### src/rtl/sched_pkg.sv
package sched_pkg;

  typedef enum logic [1:0] {
    MODE_READ    = 2'd0,
    MODE_WRITE   = 2'd1,
    MODE_TURN    = 2'd2,
    MODE_REFRESH = 2'd3
  } mode_e;

  typedef enum logic [1:0] {
    SEL_NONE    = 2'd0,
    SEL_CMD     = 2'd1,
    SEL_REQ     = 2'd2,
    SEL_REFRESH = 2'd3
  } sel_e;

  // {cas_n, ras_n, we_n}
  localparam logic [2:0] CMD_IDLE    = 3'b111;
  localparam logic [2:0] CMD_READ    = 3'b011;
  localparam logic [2:0] CMD_WRITE   = 3'b010;
  localparam logic [2:0] CMD_REFRESH = 3'b001;

  typedef struct packed {
    logic  rdGrant;
    logic  wrGrant;
    logic  refGrant;
    mode_e mode;
  } strobe_t;

endpackage

### src/rtl/sched_delay.sv
module sched_delay #(
  parameter int DEPTH = 1
) (
  input  logic clk,
  input  logic rst_n,
  input  logic din,
  output logic dout
);

  logic [DEPTH-1:0] pipe;

  always_ff @(posedge clk or negedge rst_n) begin
    if (!rst_n) begin
      pipe <= '0;
    end else begin
      pipe[0] <= din;
      for (int i = 1; i < DEPTH; i++) pipe[i] <= pipe[i-1];
    end
  end

  assign dout = pipe[DEPTH-1];

endmodule

### src/rtl/sched_ctrl.sv
module sched_ctrl
  import sched_pkg::*;
#(
  parameter int READ_BUDGET  = 32,
  parameter int WRITE_BUDGET = 16,
  parameter int T_WTR        = 4,
  parameter int RTW_GAP      = 2
) (
  input  logic    clk,
  input  logic    rst_n,
  input  logic    rdPending,
  input  logic    wrPending,
  input  logic    refreshReq,
  output strobe_t strobe
);

  localparam int MaxBudget = (READ_BUDGET > WRITE_BUDGET) ? READ_BUDGET : WRITE_BUDGET;
  localparam int BudgetW   = $clog2(MaxBudget + 1);
  localparam int MaxGap    = (T_WTR > RTW_GAP) ? T_WTR : RTW_GAP;
  localparam int GapW      = $clog2(MaxGap + 1);
  localparam int AgeMax    = MaxGap + 1;
  localparam int AgeW      = $clog2(AgeMax + 1);

  typedef enum logic [2:0] {ST_READ, ST_RTW, ST_WRITE, ST_WTR, ST_REF} state_e;

  state_e             state, nextState;
  logic [BudgetW-1:0] budgetCnt, budgetLimit;
  logic               budgetDone;
  logic [GapW-1:0]    gapCnt;

  always_comb begin
    budgetLimit = (state == ST_WRITE) ? BudgetW'(WRITE_BUDGET - 1) : BudgetW'(READ_BUDGET - 1);
    budgetDone  = (budgetCnt == budgetLimit);
    nextState   = state;
    case (state)
      ST_READ: begin
        if (refreshReq) nextState = ST_REF;
        else if (wrPending && (!rdPending || budgetDone)) nextState = ST_RTW;
      end
      ST_RTW:   if (gapCnt == '0) nextState = ST_WRITE;
      ST_WRITE: begin
        if (refreshReq || (rdPending && (!wrPending || budgetDone))) nextState = ST_WTR;
      end
      ST_WTR:   if (gapCnt == '0) nextState = refreshReq ? ST_REF : ST_READ;
      ST_REF:   nextState = ST_READ;
      default:  nextState = ST_READ;
    endcase
  end

  always_comb begin
    strobe.rdGrant  = (state == ST_READ) && rdPending;
    strobe.wrGrant  = (state == ST_WRITE) && wrPending;
    strobe.refGrant = (state == ST_REF);
    case (state)
      ST_READ:  strobe.mode = MODE_READ;
      ST_WRITE: strobe.mode = MODE_WRITE;
      ST_REF:   strobe.mode = MODE_REFRESH;
      default:  strobe.mode = MODE_TURN;
    endcase
  end

  always_ff @(posedge clk or negedge rst_n) begin
    if (!rst_n) begin
      state     <= ST_READ;
      budgetCnt <= '0;
      gapCnt    <= '0;
    end else begin
      state <= nextState;
      if (nextState != state) budgetCnt <= '0;
      else if (!budgetDone)   budgetCnt <= budgetCnt + 1'b1;
      if (nextState == ST_RTW && state != ST_RTW)      gapCnt <= GapW'(RTW_GAP - 1);
      else if (nextState == ST_WTR && state != ST_WTR) gapCnt <= GapW'(T_WTR - 2);
      else if (gapCnt != '0)                           gapCnt <= gapCnt - 1'b1;
    end
  end

  // Cycle counters since the last grant of each direction, for the gap checks.
  logic [AgeW-1:0] rdAge, wrAge;

  always_ff @(posedge clk or negedge rst_n) begin
    if (!rst_n) begin
      rdAge <= AgeW'(AgeMax);
      wrAge <= AgeW'(AgeMax);
    end else begin
      if (strobe.rdGrant)             rdAge <= AgeW'(1);
      else if (rdAge != AgeW'(AgeMax)) rdAge <= rdAge + 1'b1;
      if (strobe.wrGrant)             wrAge <= AgeW'(1);
      else if (wrAge != AgeW'(AgeMax)) wrAge <= wrAge + 1'b1;
    end
  end

  AST_WTR_GAP: assert property (@(posedge clk) disable iff (!rst_n)
    strobe.rdGrant |-> wrAge >= AgeW'(T_WTR));
  AST_RTW_GAP: assert property (@(posedge clk) disable iff (!rst_n)
    strobe.wrGrant |-> rdAge >= AgeW'(RTW_GAP + 1));
  AST_REF_TO_READ: assert property (@(posedge clk) disable iff (!rst_n)
    strobe.refGrant |=> strobe.mode == MODE_READ);

endmodule

### src/rtl/sched_datapath.sv
module sched_datapath
  import sched_pkg::*;
#(
  parameter int NPHASES  = 2,
  parameter int RD_PHASE = 1,
  parameter int WR_PHASE = 0,
  parameter int RD_LAT   = 3,
  parameter int WR_LAT   = 1
) (
  input  logic                   clk,
  input  logic                   rst_n,
  input  strobe_t                strobe,
  output logic [2*NPHASES-1:0]   phaseSel,
  output logic [3*NPHASES-1:0]   phaseCmd,
  output logic [NPHASES-1:0]     rdDataEn,
  output logic [NPHASES-1:0]     wrDataEn
);

  always_comb begin
    for (int p = 0; p < NPHASES; p++) begin
      case (strobe.mode)
        MODE_READ:    phaseSel[2*p +: 2] = (p == RD_PHASE) ? SEL_REQ : SEL_CMD;
        MODE_WRITE:   phaseSel[2*p +: 2] = (p == WR_PHASE) ? SEL_REQ : SEL_CMD;
        MODE_REFRESH: phaseSel[2*p +: 2] = (p == 0) ? SEL_REFRESH : SEL_NONE;
        default:      phaseSel[2*p +: 2] = SEL_CMD;
      endcase
      if (strobe.rdGrant && p == RD_PHASE)       phaseCmd[3*p +: 3] = CMD_READ;
      else if (strobe.wrGrant && p == WR_PHASE)  phaseCmd[3*p +: 3] = CMD_WRITE;
      else if (strobe.refGrant && p == 0)        phaseCmd[3*p +: 3] = CMD_REFRESH;
      else                                       phaseCmd[3*p +: 3] = CMD_IDLE;
    end
  end

  logic rdLate, wrLate;

  sched_delay #(.DEPTH(RD_LAT)) u_rdDelay (
    .clk(clk), .rst_n(rst_n), .din(strobe.rdGrant), .dout(rdLate)
  );
  sched_delay #(.DEPTH(WR_LAT)) u_wrDelay (
    .clk(clk), .rst_n(rst_n), .din(strobe.wrGrant), .dout(wrLate)
  );

  always_comb begin
    rdDataEn           = '0;
    rdDataEn[RD_PHASE] = rdLate;
    wrDataEn           = '0;
    wrDataEn[WR_PHASE] = wrLate;
  end

  AST_IDLE_NOP: assert property (@(posedge clk) disable iff (!rst_n)
    !(strobe.rdGrant || strobe.wrGrant || strobe.refGrant) |-> phaseCmd == {NPHASES{CMD_IDLE}});

endmodule

### src/rtl/dram_turn_sched.sv
module dram_turn_sched
  import sched_pkg::*;
#(
  parameter int READ_BUDGET  = 32,
  parameter int WRITE_BUDGET = 16,
  parameter int T_WTR        = 4,
  parameter int RTW_GAP      = 2,
  parameter int NPHASES      = 2,
  parameter int RD_PHASE     = 1,
  parameter int WR_PHASE     = 0,
  parameter int RD_LAT       = 3,
  parameter int WR_LAT       = 1
) (
  input  logic                 clk,
  input  logic                 rst_n,
  input  logic                 rdPending,
  input  logic                 wrPending,
  input  logic                 refreshReq,
  output logic [1:0]           mode,
  output logic                 rdGrant,
  output logic                 wrGrant,
  output logic                 refGrant,
  output logic [2*NPHASES-1:0] phaseSel,
  output logic [3*NPHASES-1:0] phaseCmd,
  output logic [NPHASES-1:0]   rdDataEn,
  output logic [NPHASES-1:0]   wrDataEn
);

  strobe_t strobe;

  sched_ctrl #(
    .READ_BUDGET(READ_BUDGET), .WRITE_BUDGET(WRITE_BUDGET),
    .T_WTR(T_WTR), .RTW_GAP(RTW_GAP)
  ) u_ctrl (
    .clk(clk), .rst_n(rst_n), .rdPending(rdPending), .wrPending(wrPending),
    .refreshReq(refreshReq), .strobe(strobe)
  );

  sched_datapath #(
    .NPHASES(NPHASES), .RD_PHASE(RD_PHASE), .WR_PHASE(WR_PHASE),
    .RD_LAT(RD_LAT), .WR_LAT(WR_LAT)
  ) u_datapath (
    .clk(clk), .rst_n(rst_n), .strobe(strobe), .phaseSel(phaseSel),
    .phaseCmd(phaseCmd), .rdDataEn(rdDataEn), .wrDataEn(wrDataEn)
  );

  assign mode     = strobe.mode;
  assign rdGrant  = strobe.rdGrant;
  assign wrGrant  = strobe.wrGrant;
  assign refGrant = strobe.refGrant;

endmodule

### config.mk
export PLATFORM = sky130hd
export DESIGN_NAME = dram_turn_sched
export DESIGN_NICKNAME = d
export VERILOG_FILES = /design/src/rtl/sched_pkg.sv /design/src/rtl/sched_delay.sv /design/src/rtl/sched_ctrl.sv /design/src/rtl/sched_datapath.sv /design/src/rtl/dram_turn_sched.sv
export SDC_FILE = /design/constraint.sdc
export NUM_CORES = 1
export LEC_CHECK = 0
export BUFFER_PORTS_ARGS = -buffer_cell sky130_fd_sc_hd__buf_2
export CAP_MARGIN = 10
export CORE_MARGIN = 2
export CORE_UTILIZATION = 50
export CTS_BUF_LIST = sky130_fd_sc_hd__clkbuf_2 sky130_fd_sc_hd__clkbuf_4 sky130_fd_sc_hd__clkbuf_8
export CTS_CLUSTER_DIAMETER = 200
export DETAILED_ROUTE_END_ITERATION = 8
export PLACE_DENSITY = 0.87
export SETUP_SLACK_MARGIN = 0.3
export SLEW_MARGIN = 25
export SYNTH_ARGS = -nofsm -noshare
export SYNTH_HDL_FRONTEND = slang
export SYNTH_SLANG_ARGS = --single-unit
### constraint.sdc
create_clock -name clk -period 2.5 [get_ports clk]
set_clock_uncertainty 0.1 [all_clocks]
set_input_delay 0.125 -clock clk [delete_from_list [all_inputs] [get_ports clk]]
set_output_delay 0.125 -clock clk [all_outputs]
set_load 0.01 [all_outputs]
Word-level counts from Yosys, hierarchy flattened
Cells that the tools add are included.

Output and inout port bits: 19. Register bits after elaboration: 16. Bits of input ports: 5.

Reductions and logical operators: 16. Mux-type cells: 19. Equal/unequal tests: 13. Add/sub/neg operators: 2.

Operators with widths (count): 3-bit 2-to-1 mux (12); 6-bit 2-to-1 mux (2); 3-bit one-hot mux with 4 select lines (1); 3-bit by 2-bit == test with 1-bit output (second input constant) (3); 2-bit one-hot mux with 2 select lines (2); 6-bit by 1-bit adder with 6-bit output (second input constant) (1); 3-bit by 1-bit == test with 1-bit output (second input constant) (2); 6-bit == test (1); 1-bit logical AND (6); 3-bit zero test (2); 2-bit one-hot mux with 3 select lines (1); 3-bit nonzero test (2); 5-bit 2-to-1 mux (1); 3-bit == test (second input constant) (1); 1-bit logical OR (3); 3-bit by 1-bit != test with 1-bit output (second input constant) (1); 3-bit by 2-bit != test with 1-bit output (second input constant) (1); 3-bit != test (1); 3-bit by 1-bit subtractor with 3-bit output (second input constant) (1); 2-bit by 1-bit == test with 1-bit output (second input constant) (1); 2-bit == test (second input constant) (1); 1-bit zero test (2); 2-bit zero test (1); 2-bit != test (second input constant) (1).

Logic depth before layout (Yosys ltp)
Gate-level depths: netlist of run 1.

Depth in word-level cells: 12. Gate-level depth with buffers: 7.

Hierarchy
Synthesis of run 1 repeated with hierarchy kept, for this count alone.

Cells, all modules: 107. Area, all modules: 1041.0 um^2.

Modules (own cells, without submodules): sched_ctrl (area each 803.3 um^2, instances 1, cells each 83); sched_datapath (area each 137.6 um^2, instances 1, cells each 20); sched_delay (u_datapath.u_rdDelay) (area each 75.1 um^2, instances 1, cells each 3); sched_delay (u_datapath.u_wrDelay) (area each 25.0 um^2, instances 1, cells each 1).

Worst setup path before layout of run 1
Ideal clock, no wire load.

Path type: flip-flop to flip-flop. From: register u_ctrl.budgetCnt[0]. To: register u_ctrl.budgetCnt[0]. Setup time: 0.095 ns. Clock period less this slack: 1.748 ns. Stages on the path, launching flop included: 6. Data arrival time: 1.552 ns. Setup slack: 0.752 ns. Path through: dfrtp_1 -> ha_1 -> and4b_4 -> a311oi_4 -> o22ai_4 -> nor4b_2.

Longest elaborated chain between the ends: 8.

RTL lines: from (decl) (line sched_ctrl.sv:27) `logic [BudgetW-1:0] budgetCnt, budgetLimit;`; from (signal assigned) (line sched_ctrl.sv:70) `else if (!budgetDone) budgetCnt <= budgetCnt + 1'b1;`; 6-bit == test (line sched_ctrl.sv:33) `budgetDone = (budgetCnt == budgetLimit);`; 1-bit logical OR (on tied branches) (line sched_ctrl.sv:38, sched_ctrl.sv:42); 1-bit logical AND (on tied branches) (line sched_ctrl.sv:38, sched_ctrl.sv:42); 3-bit 2-to-1 mux / 1-bit logical OR (equally long branches) (line sched_ctrl.sv:38, sched_ctrl.sv:42); 3-bit 2-to-1 mux (on tied branches) (line sched_ctrl.sv:37, sched_ctrl.sv:42); 3-bit one-hot mux with 4 select lines (line sched_ctrl.sv:35) `case (state)`; 3-bit != test (line sched_ctrl.sv:69) `if (nextState != state) budgetCnt <= '0;`; 2-bit != test (no line) / 6-bit 2-to-1 mux (equally long branches).

Several ways; a longest one is shown, not always the timed one. The select of a mux whose other input is x is not followed. A chain may end at the register's enable or synchronous reset.

Final worst setup path of run 1
From: register u_ctrl.state[2]. To: output phaseSel[2].

Longest elaborated chain between the ends: 4.

RTL lines: from (decl) (line sched_ctrl.sv:26) `state_e state, nextState;`; from (signal assigned) (line sched_ctrl.sv:68) `state <= nextState;`; 3-bit == test (tied with other cells) (line sched_ctrl.sv:54) `case (state)`; 2-bit one-hot mux with 3 select lines (*) (line sched_ctrl.sv:54); 2-bit == test / 2-bit zero test (equally long branches) (line sched_datapath.sv:21) `case (strobe.mode)`; 2-bit one-hot mux with 2 select lines (*) (line sched_datapath.sv:21); to (decl) (line dram_turn_sched.sv:23) `output logic [2*NPHASES-1:0] phaseSel,`.

Every way passes the cells marked *; elsewhere a longest branch is shown, timed or not.

==> results of run 1 <==
[final cells by class]
type	count	area share [%]
Clock buffer	3	2.04
Inverter	10	3.40
Multi-Input combinational cell	70	45.7
Sequential cell	16	36.3
Tap cell	27	3.06
Timing Repair Buffer	20	9.52
[critical path, stage by stage (launching register included)]
cell,delay (ns)
sky130_fd_sc_hd__dfrtp_1,0.47
sky130_fd_sc_hd__nor3b_4,0.40
sky130_fd_sc_hd__nor2_1,0.11
sky130_fd_sc_hd__ha_1,0.30
sky130_fd_sc_hd__buf_2,0.14
[kinds of logic (layout without fill, tap and decap cells)]
logic type / count (synthesis) / count (layout) / share of synthesized area, %
AOI/OAI and AO/OA: 18 / 18 / 15.7
xor gates and xnor gates: 5 / 5 / 4.39
adders and majority gates: 4 / 4 / 5.02
buffers and inverters: 19 / 33 / 10.0
DFF: 16 / 16 / 40.2
muxes: 2 / 2 / 2.01
other: 2 / 4 / 0.753
and+or+nand+nor: 37 / 37 / 22.0
[placed cells by master, fill, tap and decap left out, types with 2 or more instances in the layout]
cell type and n:
sky130_fd_sc_hd__buf_2 19, sky130_fd_sc_hd__dfrtp_1 16, sky130_fd_sc_hd__nor2_1 9, sky130_fd_sc_hd__inv_1 9, sky130_fd_sc_hd__nand2_1 8, sky130_fd_sc_hd__a21oi_1 5
sky130_fd_sc_hd__nor3_1 4, sky130_fd_sc_hd__o21ai_0 4, sky130_fd_sc_hd__ha_1 4, sky130_fd_sc_hd__conb_1 4, sky130_fd_sc_hd__and3_1 3, sky130_fd_sc_hd__xnor2_1 3
sky130_fd_sc_hd__clkbuf_4 3, sky130_fd_sc_hd__nor2b_1 2, sky130_fd_sc_hd__xor2_1 2, sky130_fd_sc_hd__nand2b_1 2, sky130_fd_sc_hd__mux2i_1 2, sky130_fd_sc_hd__nand3_1 2
sky130_fd_sc_hd__a211oi_1 2
[state kept, by name, indices dropped and copies added, names as in the netlist]
name / count
u_ctrl.budgetCnt: 6
u_datapath.u_wrDelay.dout: 1
u_datapath.u_rdDelay.pipe: 3
u_ctrl.gapCnt: 3
u_ctrl.state: 3
[path summary, 6_finish.rpt]
| kind | slack, ns | start | to |
|---|---|---|---|
| worst max-delay path | 0.57 | u_ctrl.state[2] | phaseSel[2] |
| worst min-delay path | 0.02 | wrPending | u_datapath.u_wrDelay.dout |
| worst max register to register | 0.61 | u_ctrl.budgetCnt[0] | u_ctrl.budgetCnt[2] |
| worst min register to register | 0.26 | u_datapath.u_rdDelay.pipe[0] | u_datapath.u_rdDelay.pipe[1] |
| max in group asynchronous | 1.87 | rst_n | u_ctrl.budgetCnt[2] |
| min in group asynchronous | 0.18 | rst_n | u_ctrl.budgetCnt[5] |
[power by group through the flow]
stage,sequential (mW),clock (mW),combinational [mW]
2_1_floorplan,0.380,0,0.462
5_1_grt,0.426,0.150,0.627
3_3_place_gp,0.412,0,0.546
4_1_cts,0.414,0.132,0.567
6_report,0.413,0.129,0.561
3_5_place_dp,0.418,0,0.563
[layer usage]
| layer | vias to the layer above | wire, microns |
|---|---|---|
| met1 | 345 | 785 |
| met5 | - | 0 |
| met4 | 0 | 10 |
| met2 | 27 | 848 |
| met3 | 2 | 107 |
| li1 | 372 | - |
[stage by stage]
step / hold slack (ns) / worst slack (ns) / cells / cell area, sq um / total power, mW
after floorplan: -0.271 / 0.752 / 105 / 1000 / 0.842
after global placement: -0.0490 / 0.693 / 142 / 1070 / 0.958
after detailed placement: -0.0471 / 0.624 / 142 / 1070 / 0.982
after CTS: 0.0239 / 0.563 / 146 / 1100 / 1.11
after global routing: 0.0345 / 0.452 / 146 / 1100 / 1.20
final: 0.0191 / 0.570 / 146 / 1100 / 1.10
[what timing repair did]
item,4_1_cts,5_1_grt
endpoints found under the hold margin,16,0
gates resized for setup,0,0
hold buffers,1,0
==> summary.md, run 1 <==
| Metric | Value |
|---|---|
| Maximum capacitance violations | `0` |
| CTS tree | `done` |
| Share of flip-flops with an asynchronous set or reset | `100%` |
| Worst hold path stage count | `3` |
| Required time at the worst-slack endpoint | `2.28 ns` |
| Sum of negative setup slack | `0 ns` |
| Most used DFF post-synth | `sky130_fd_sc_hd__dfrtp_1` |
| Register share of total power | `37.5%` |
| Top-count cell post-synth | `sky130_fd_sc_hd__dfrtp_1` |
| Placement Rows | `16` |
| Vias in the first global route | `671` |
| Post-CTS setup buffers | `0` |
| Initial DRC Count | `15` |
| Util after Layout | `57.4%` |
| Dpl hpwl | `1380 microns` |
| Period Utilization, post-route | `77.2%` |
| Cts bufs inserted | `3` |
| RePlAce Congestion | `0.792` |
| Sw frac | `41.9%` |
| Die ar. | `2370 sq um` |
| Mean instance size in the synthesized netlist | `~9.7 sq um` |
| Hold crit path type | `in -> reg` |
| Final Hold Violating Endpoints | `0` |
| Share of cells above drive strength 1 | `26.9%` |
| Number of sinks handled by clock tree synthesis | `16` |
| Number of buffers inserted by port buffering | `19` |
| Post-DRT Antenna Nets | `0` |
| Met2 GRT Util | `26.3%` |
| All-Layer GR Usage | `16.1%` |
| Maximum clock rate | `approximately 0.52 GHz` |
| Clock-pin slew on the worst setup and hold paths | `0.09 ns` |
| Sequential cell area | `400 sq um` |
| Maximum fanout encountered on the critical timing path | `7` |
| Internal cell power | `0.641 mW` |
| Maximum number of pins on one net before global-route repair | `17` |
| Nets | `130` |
| Setup Crit Path Kind | `reg -> out` |
| Synth Instances | `a little over 100` |
| Commonest cells in the synthesized netlist | `sky130_fd_sc_hd__dfrtp_1, sky130_fd_sc_hd__inv_1, sky130_fd_sc_hd__nor2_1` |
| Max Transition Viols Final | `0` |
| Startpoint type of the worst setup path | `flop` |
| Post-synthesis instance area | `997 sq um` |
| Total of fill cells in the finished design | `roughly 170` |
| Area of combinational cells with multiple inputs | `slightly above 500 sq um` |
| Effective utilization at floorplan | `51.9%` |
| Skew-Pair Late Insertion Delay | `0.27 ns` |
| Number of remaining DRC errors | `0` |
| Cell variety after synth | `34` |
| Power Density | `about 1000 nW/um^2` |
| CP arrival | `around 1.7 ns` |
| Busiest layer in global routing | `met2` |
| Setup repair after global routing missed its margin | `false` |
| Number of antenna violations at the first check in global routing | `0` |
| Setup crit end kind | `primary output` |
| Detailed-route wire length per cell | `12.0 microns` |
| Part of the power in combinational logic | `50.8%` |
| Diodes inserted | `0` |
| Count of vias placed by the detailed router | `746` |
| Overall overflow remaining after global route | `0` |
| Met1 track utilization from global routing | `20.6%` |
| Depth of the CTS H-tree | `1` |
| Number of ports placed on the die boundary | `24` |
| Die X-Extent | `roughly 50 microns` |
| Run status | `finished clean` |
| Synth top area share | `40.2%` |
| R2R depth | `5` |
| Clock Tree Buf Depth | `2` |
| Wire length of the first global-routing pass | `between 3000 and 4000 microns` |
| IR drop worst, VDD | `0.500 mV` |
| Met3 track demand over resource in global routing | `5.25%` |
| Drt via density | `roughly 5.1` |
| Die boundary height | `48.7 microns` |
| Post-synthesis to final-layout area growth | `10.7%` |
| Library cell occupying the most area in the post-synthesis netlist | `sky130_fd_sc_hd__dfrtp_1` |
| Reported net switching power | `0.462 mW` |
| Clock group share of total power | `11.7%` |
| Count of final setup violators | `0` |
| Pleak | `about 0.53 nW` |
| Ranking of synthesized cells by area | `sky130_fd_sc_hd__dfrtp_1, sky130_fd_sc_hd__buf_4, sky130_fd_sc_hd__ha_1` |
| Minimum clock period after layout | `1.93 ns` |
| Sum of routed wire length over all layers | `1750 microns` |
| Total number of yosys warnings | `0` |
| Root buffer cell | `sky130_fd_sc_hd__clkbuf_4` |
| First-pass DRT Iterations | `4` |
| Part of the Yosys area used for sequential elements | `40.2%` |
| Core region area | `roughly 1900 sq um` |
| Flip-flop and latch count after synthesis | `16` |
| Number of enable flip-flop cells after synthesis | `0` |
Note: power is estimated with default switching activity, not from simulation.
==> inputs of run 2 (changes only) <==
==> constraint.sdc (replaced) <==
create_clock -name clk -period 1.8 [get_ports clk]
set_clock_uncertainty 0.1 [all_clocks]
set_input_delay 0.09 -clock clk [delete_from_list [all_inputs] [get_ports clk]]
set_output_delay 0.09 -clock clk [all_outputs]
set_load 0.01 [all_outputs]
==> summary.md, run 2 (synthesized netlist as in run 1, its figures left out) <==
| Metric | Value |
|---|---|
| Biggest register | `u_ctrl.budgetCnt` |
| Cell-by-cell trace of the critical path | `nor3b_4 -> buf_4 -> nor2_4 -> ha_4 -> buf_6` |
| Initial DRC Count | `28 (+13)` |
| Number of flip-flops in the largest register | `6 (unchanged)` |
| Start point of the worst min-delay path | `refreshReq` |
| Power Density | `1500 nW/um^2 (+50%)` |
| Required time at the worst-slack endpoint | `1.61 ns (-0.67 ns)` |
| Setup repair after global routing missed its margin | `true` |
| Setup Crit Path Kind | `reg -> out` |
| Startpoint type of the worst setup path | `flop` |
| Util after Layout | `76.2% (+19 points)` |
| Pleak | `0.678 nW (+27%)` |
| Worst r2r src | `u_ctrl.budgetCnt[1]` |
| CTS tree | `done` |
| Die X-Extent | `48.7 microns (unchanged)` |
| Cts bufs inserted | `3 (unchanged)` |
| Clock-pin slew on the worst setup and hold paths | `0.10 ns (about the same)` |
| Overall overflow remaining after global route | `0 (unchanged)` |
| CP arrival | `1.60 ns (-0.11 ns)` |
| IR drop worst, VDD | `0.960 mV (+92%)` |
| All-Layer GR Usage | `21.1% (+5.0 points)` |
| Share of cells above drive strength 1 | `55.3% (+28 points)` |
| Placement Rows | `16 (unchanged)` |
| Total instance count after detailed placement | `143 (+0.70%)` |
| Worst path slowest cell | `sky130_fd_sc_hd__dfrtp_2` |
| Final cell area excluding filler cells | `1470 sq um (+33%)` |
| Routed wire length on met3 | `103 microns (-3.7%)` |
| Skew-Pair Late Insertion Delay | `0.28 ns (about the same)` |
| Vias in the first global route | `883 (+32%)` |
| Max layer used | `met4` |
| Wire length of the first global-routing pass | `3920 microns (+30%)` |
| Die boundary height | `48.7 microns (unchanged)` |
| Run status | `finished clean` |
| First-pass DRT Iterations | `4 (unchanged)` |
| Placed cell area | `1080 sq um (+0.93%)` |
| Number of buffers inserted by port buffering | `19 (unchanged)` |
| Max Transition Viols Final | `0 (unchanged)` |
| Worst path max stage delay | `0.46 ns (about the same)` |
| Maximum fanout encountered on the critical timing path | `4 (-3)` |
| Core region area | `1920 sq um (unchanged)` |
| Post-route non-filler standard cell count | `168 (+15%)` |
| Number of sinks handled by clock tree synthesis | `16 (unchanged)` |
| Area of combinational cells with multiple inputs | `618 sq um (+23%)` |
| Leading cell type in the layout, fill and taps excluded | `sky130_fd_sc_hd__buf_4` |
| Number of ports placed on the die boundary | `24 (unchanged)` |
| Commonest non-fill, non-tap cells in the layout | `sky130_fd_sc_hd__buf_4, sky130_fd_sc_hd__buf_2, sky130_fd_sc_hd__buf_6, sky130_fd_sc_hd__dfrtp_1` |
| Total of fill cells in the finished design | `121 (-28%)` |
| Total buffers and inverters traversed by the critical path | `2 (+1)` |
| Root buffer cell | `sky130_fd_sc_hd__clkbuf_4` |
| Maximum capacitance violations | `0 (unchanged)` |
| Sequential cell area | `405 sq um (+1.3%)` |
| Nets | `152 (+17%)` |
| Clock Tree Buf Depth | `2 (unchanged)` |
| Detailed-route wire length per cell | `17.5 microns (+46%)` |
| Minimum clock period after layout | `1.79 ns` |
| Diodes inserted | `0 (unchanged)` |
| Maximum clock rate | `0.560 GHz` |
| Post-synthesis to final-layout area growth | `46.9%` |
| Count of vias placed by the detailed router | `926 (+24%)` |
| Dpl hpwl | `1490 microns (+7.7%)` |
| Final Hold Violating Endpoints | `0 (unchanged)` |
| Setup crit end kind | `primary output` |
| Depth of the CTS H-tree | `1 (unchanged)` |
| Count of final setup violators | `0 (unchanged)` |
| Drt via density | `5.51 (+7.9%)` |
| Hold crit path type | `in -> reg` |
| Met2 Routed Length | `1600 microns (+89%)` |
| RePlAce Congestion | `0.840 (+6.0%)` |
| CP top delay family | `flip-flops` |
| Effective utilization at floorplan | `51.9% (unchanged)` |
| Crit path launch | `u_ctrl.state[0]` |
| Maximum number of pins on one net before global-route repair | `17 (unchanged)` |
| Routed met1 length | `1160 microns (+48%)` |
| Number of remaining DRC errors | `0 (unchanged)` |
| Post-DRT Antenna Nets | `0 (unchanged)` |
| Sum of routed wire length over all layers | `2940 microns (+68%)` |
| Number of antenna violations at the first check in global routing | `0 (unchanged)` |
| Period Utilization, post-route | `99.2%` |
| Die ar. | `2370 sq um (unchanged)` |
-- run 2: final cells by class --
type / count / area share (%)
clock buffer: 3 / 1.54
inverter: 10 / 3.25
multi-input combinational: 70 / 42.2
sequential: 16 / 27.7
tap: 27 / 2.31
timing repair buffer: 42 / 23.1
-- run 2: worst reg2reg max path: cells and delay by family, from the launching register on --
family,cells,cell delay [ns]
compound gates,3,0.75
simple gates,1,0.21
fa+ha+maj,1,0.19
flops,1,0.41
-- run 2: worst paths after layout --
path,slack [ns],depth (start not counted),endpoint
setup / recovery,0.01,5,phaseSel[2]
hold / removal,0.05,2,u_ctrl.state[2]
setup reg to reg,0.05,5,u_ctrl.state[0]
hold reg to reg,0.26,0,u_datapath.u_rdDelay.pipe[2]
max in group asynchronous,1.16,2,u_ctrl.state[1]
min in group asynchronous,0.16,2,u_datapath.u_wrDelay.dout
-- run 2: timing repair --
| action | 4_1_cts | 5_1_grt |
|---|---|---|
| endpoints found under the hold margin | 18 | 0 |
| setup buffers | 11 | 8 |
| hold buffers | 3 | 0 |
| setup endpoints to repair | 20 | 21 |
| pin swaps | 10 | 6 |
| gates resized for setup | 27 | 22 |
-- run 2: report_power, final --
group	switching, mW	internal [mW]
logic	0.699	0.727
clock network	0.111	0.0775
registers	0.105	0.475
-- run 2: layer usage --
metal	global-route usage, %	vias to the layer above
met1	24.6	458
met3	4.01	10
met4	9.52	0
met5	0	-
li1	-	417
met2	37.4	41
-- run 2: metrics by stage --
stage / TNS (ns) / worst slack (ns) / hold slack [ns] / total power [mW]
floorplan: 0 / 0.129 / -0.306 / 1.17
global placement: 0 / 0.0942 / -0.0852 / 1.34
detailed placement: 0 / 0.0288 / -0.0772 / 1.39
CTS: 0 / 0.0840 / 0.0278 / 1.83
global route: -0.0445 / -0.0326 / 0.0462 / 2.31
finish: 0 / 0.0145 / 0.0484 / 2.19
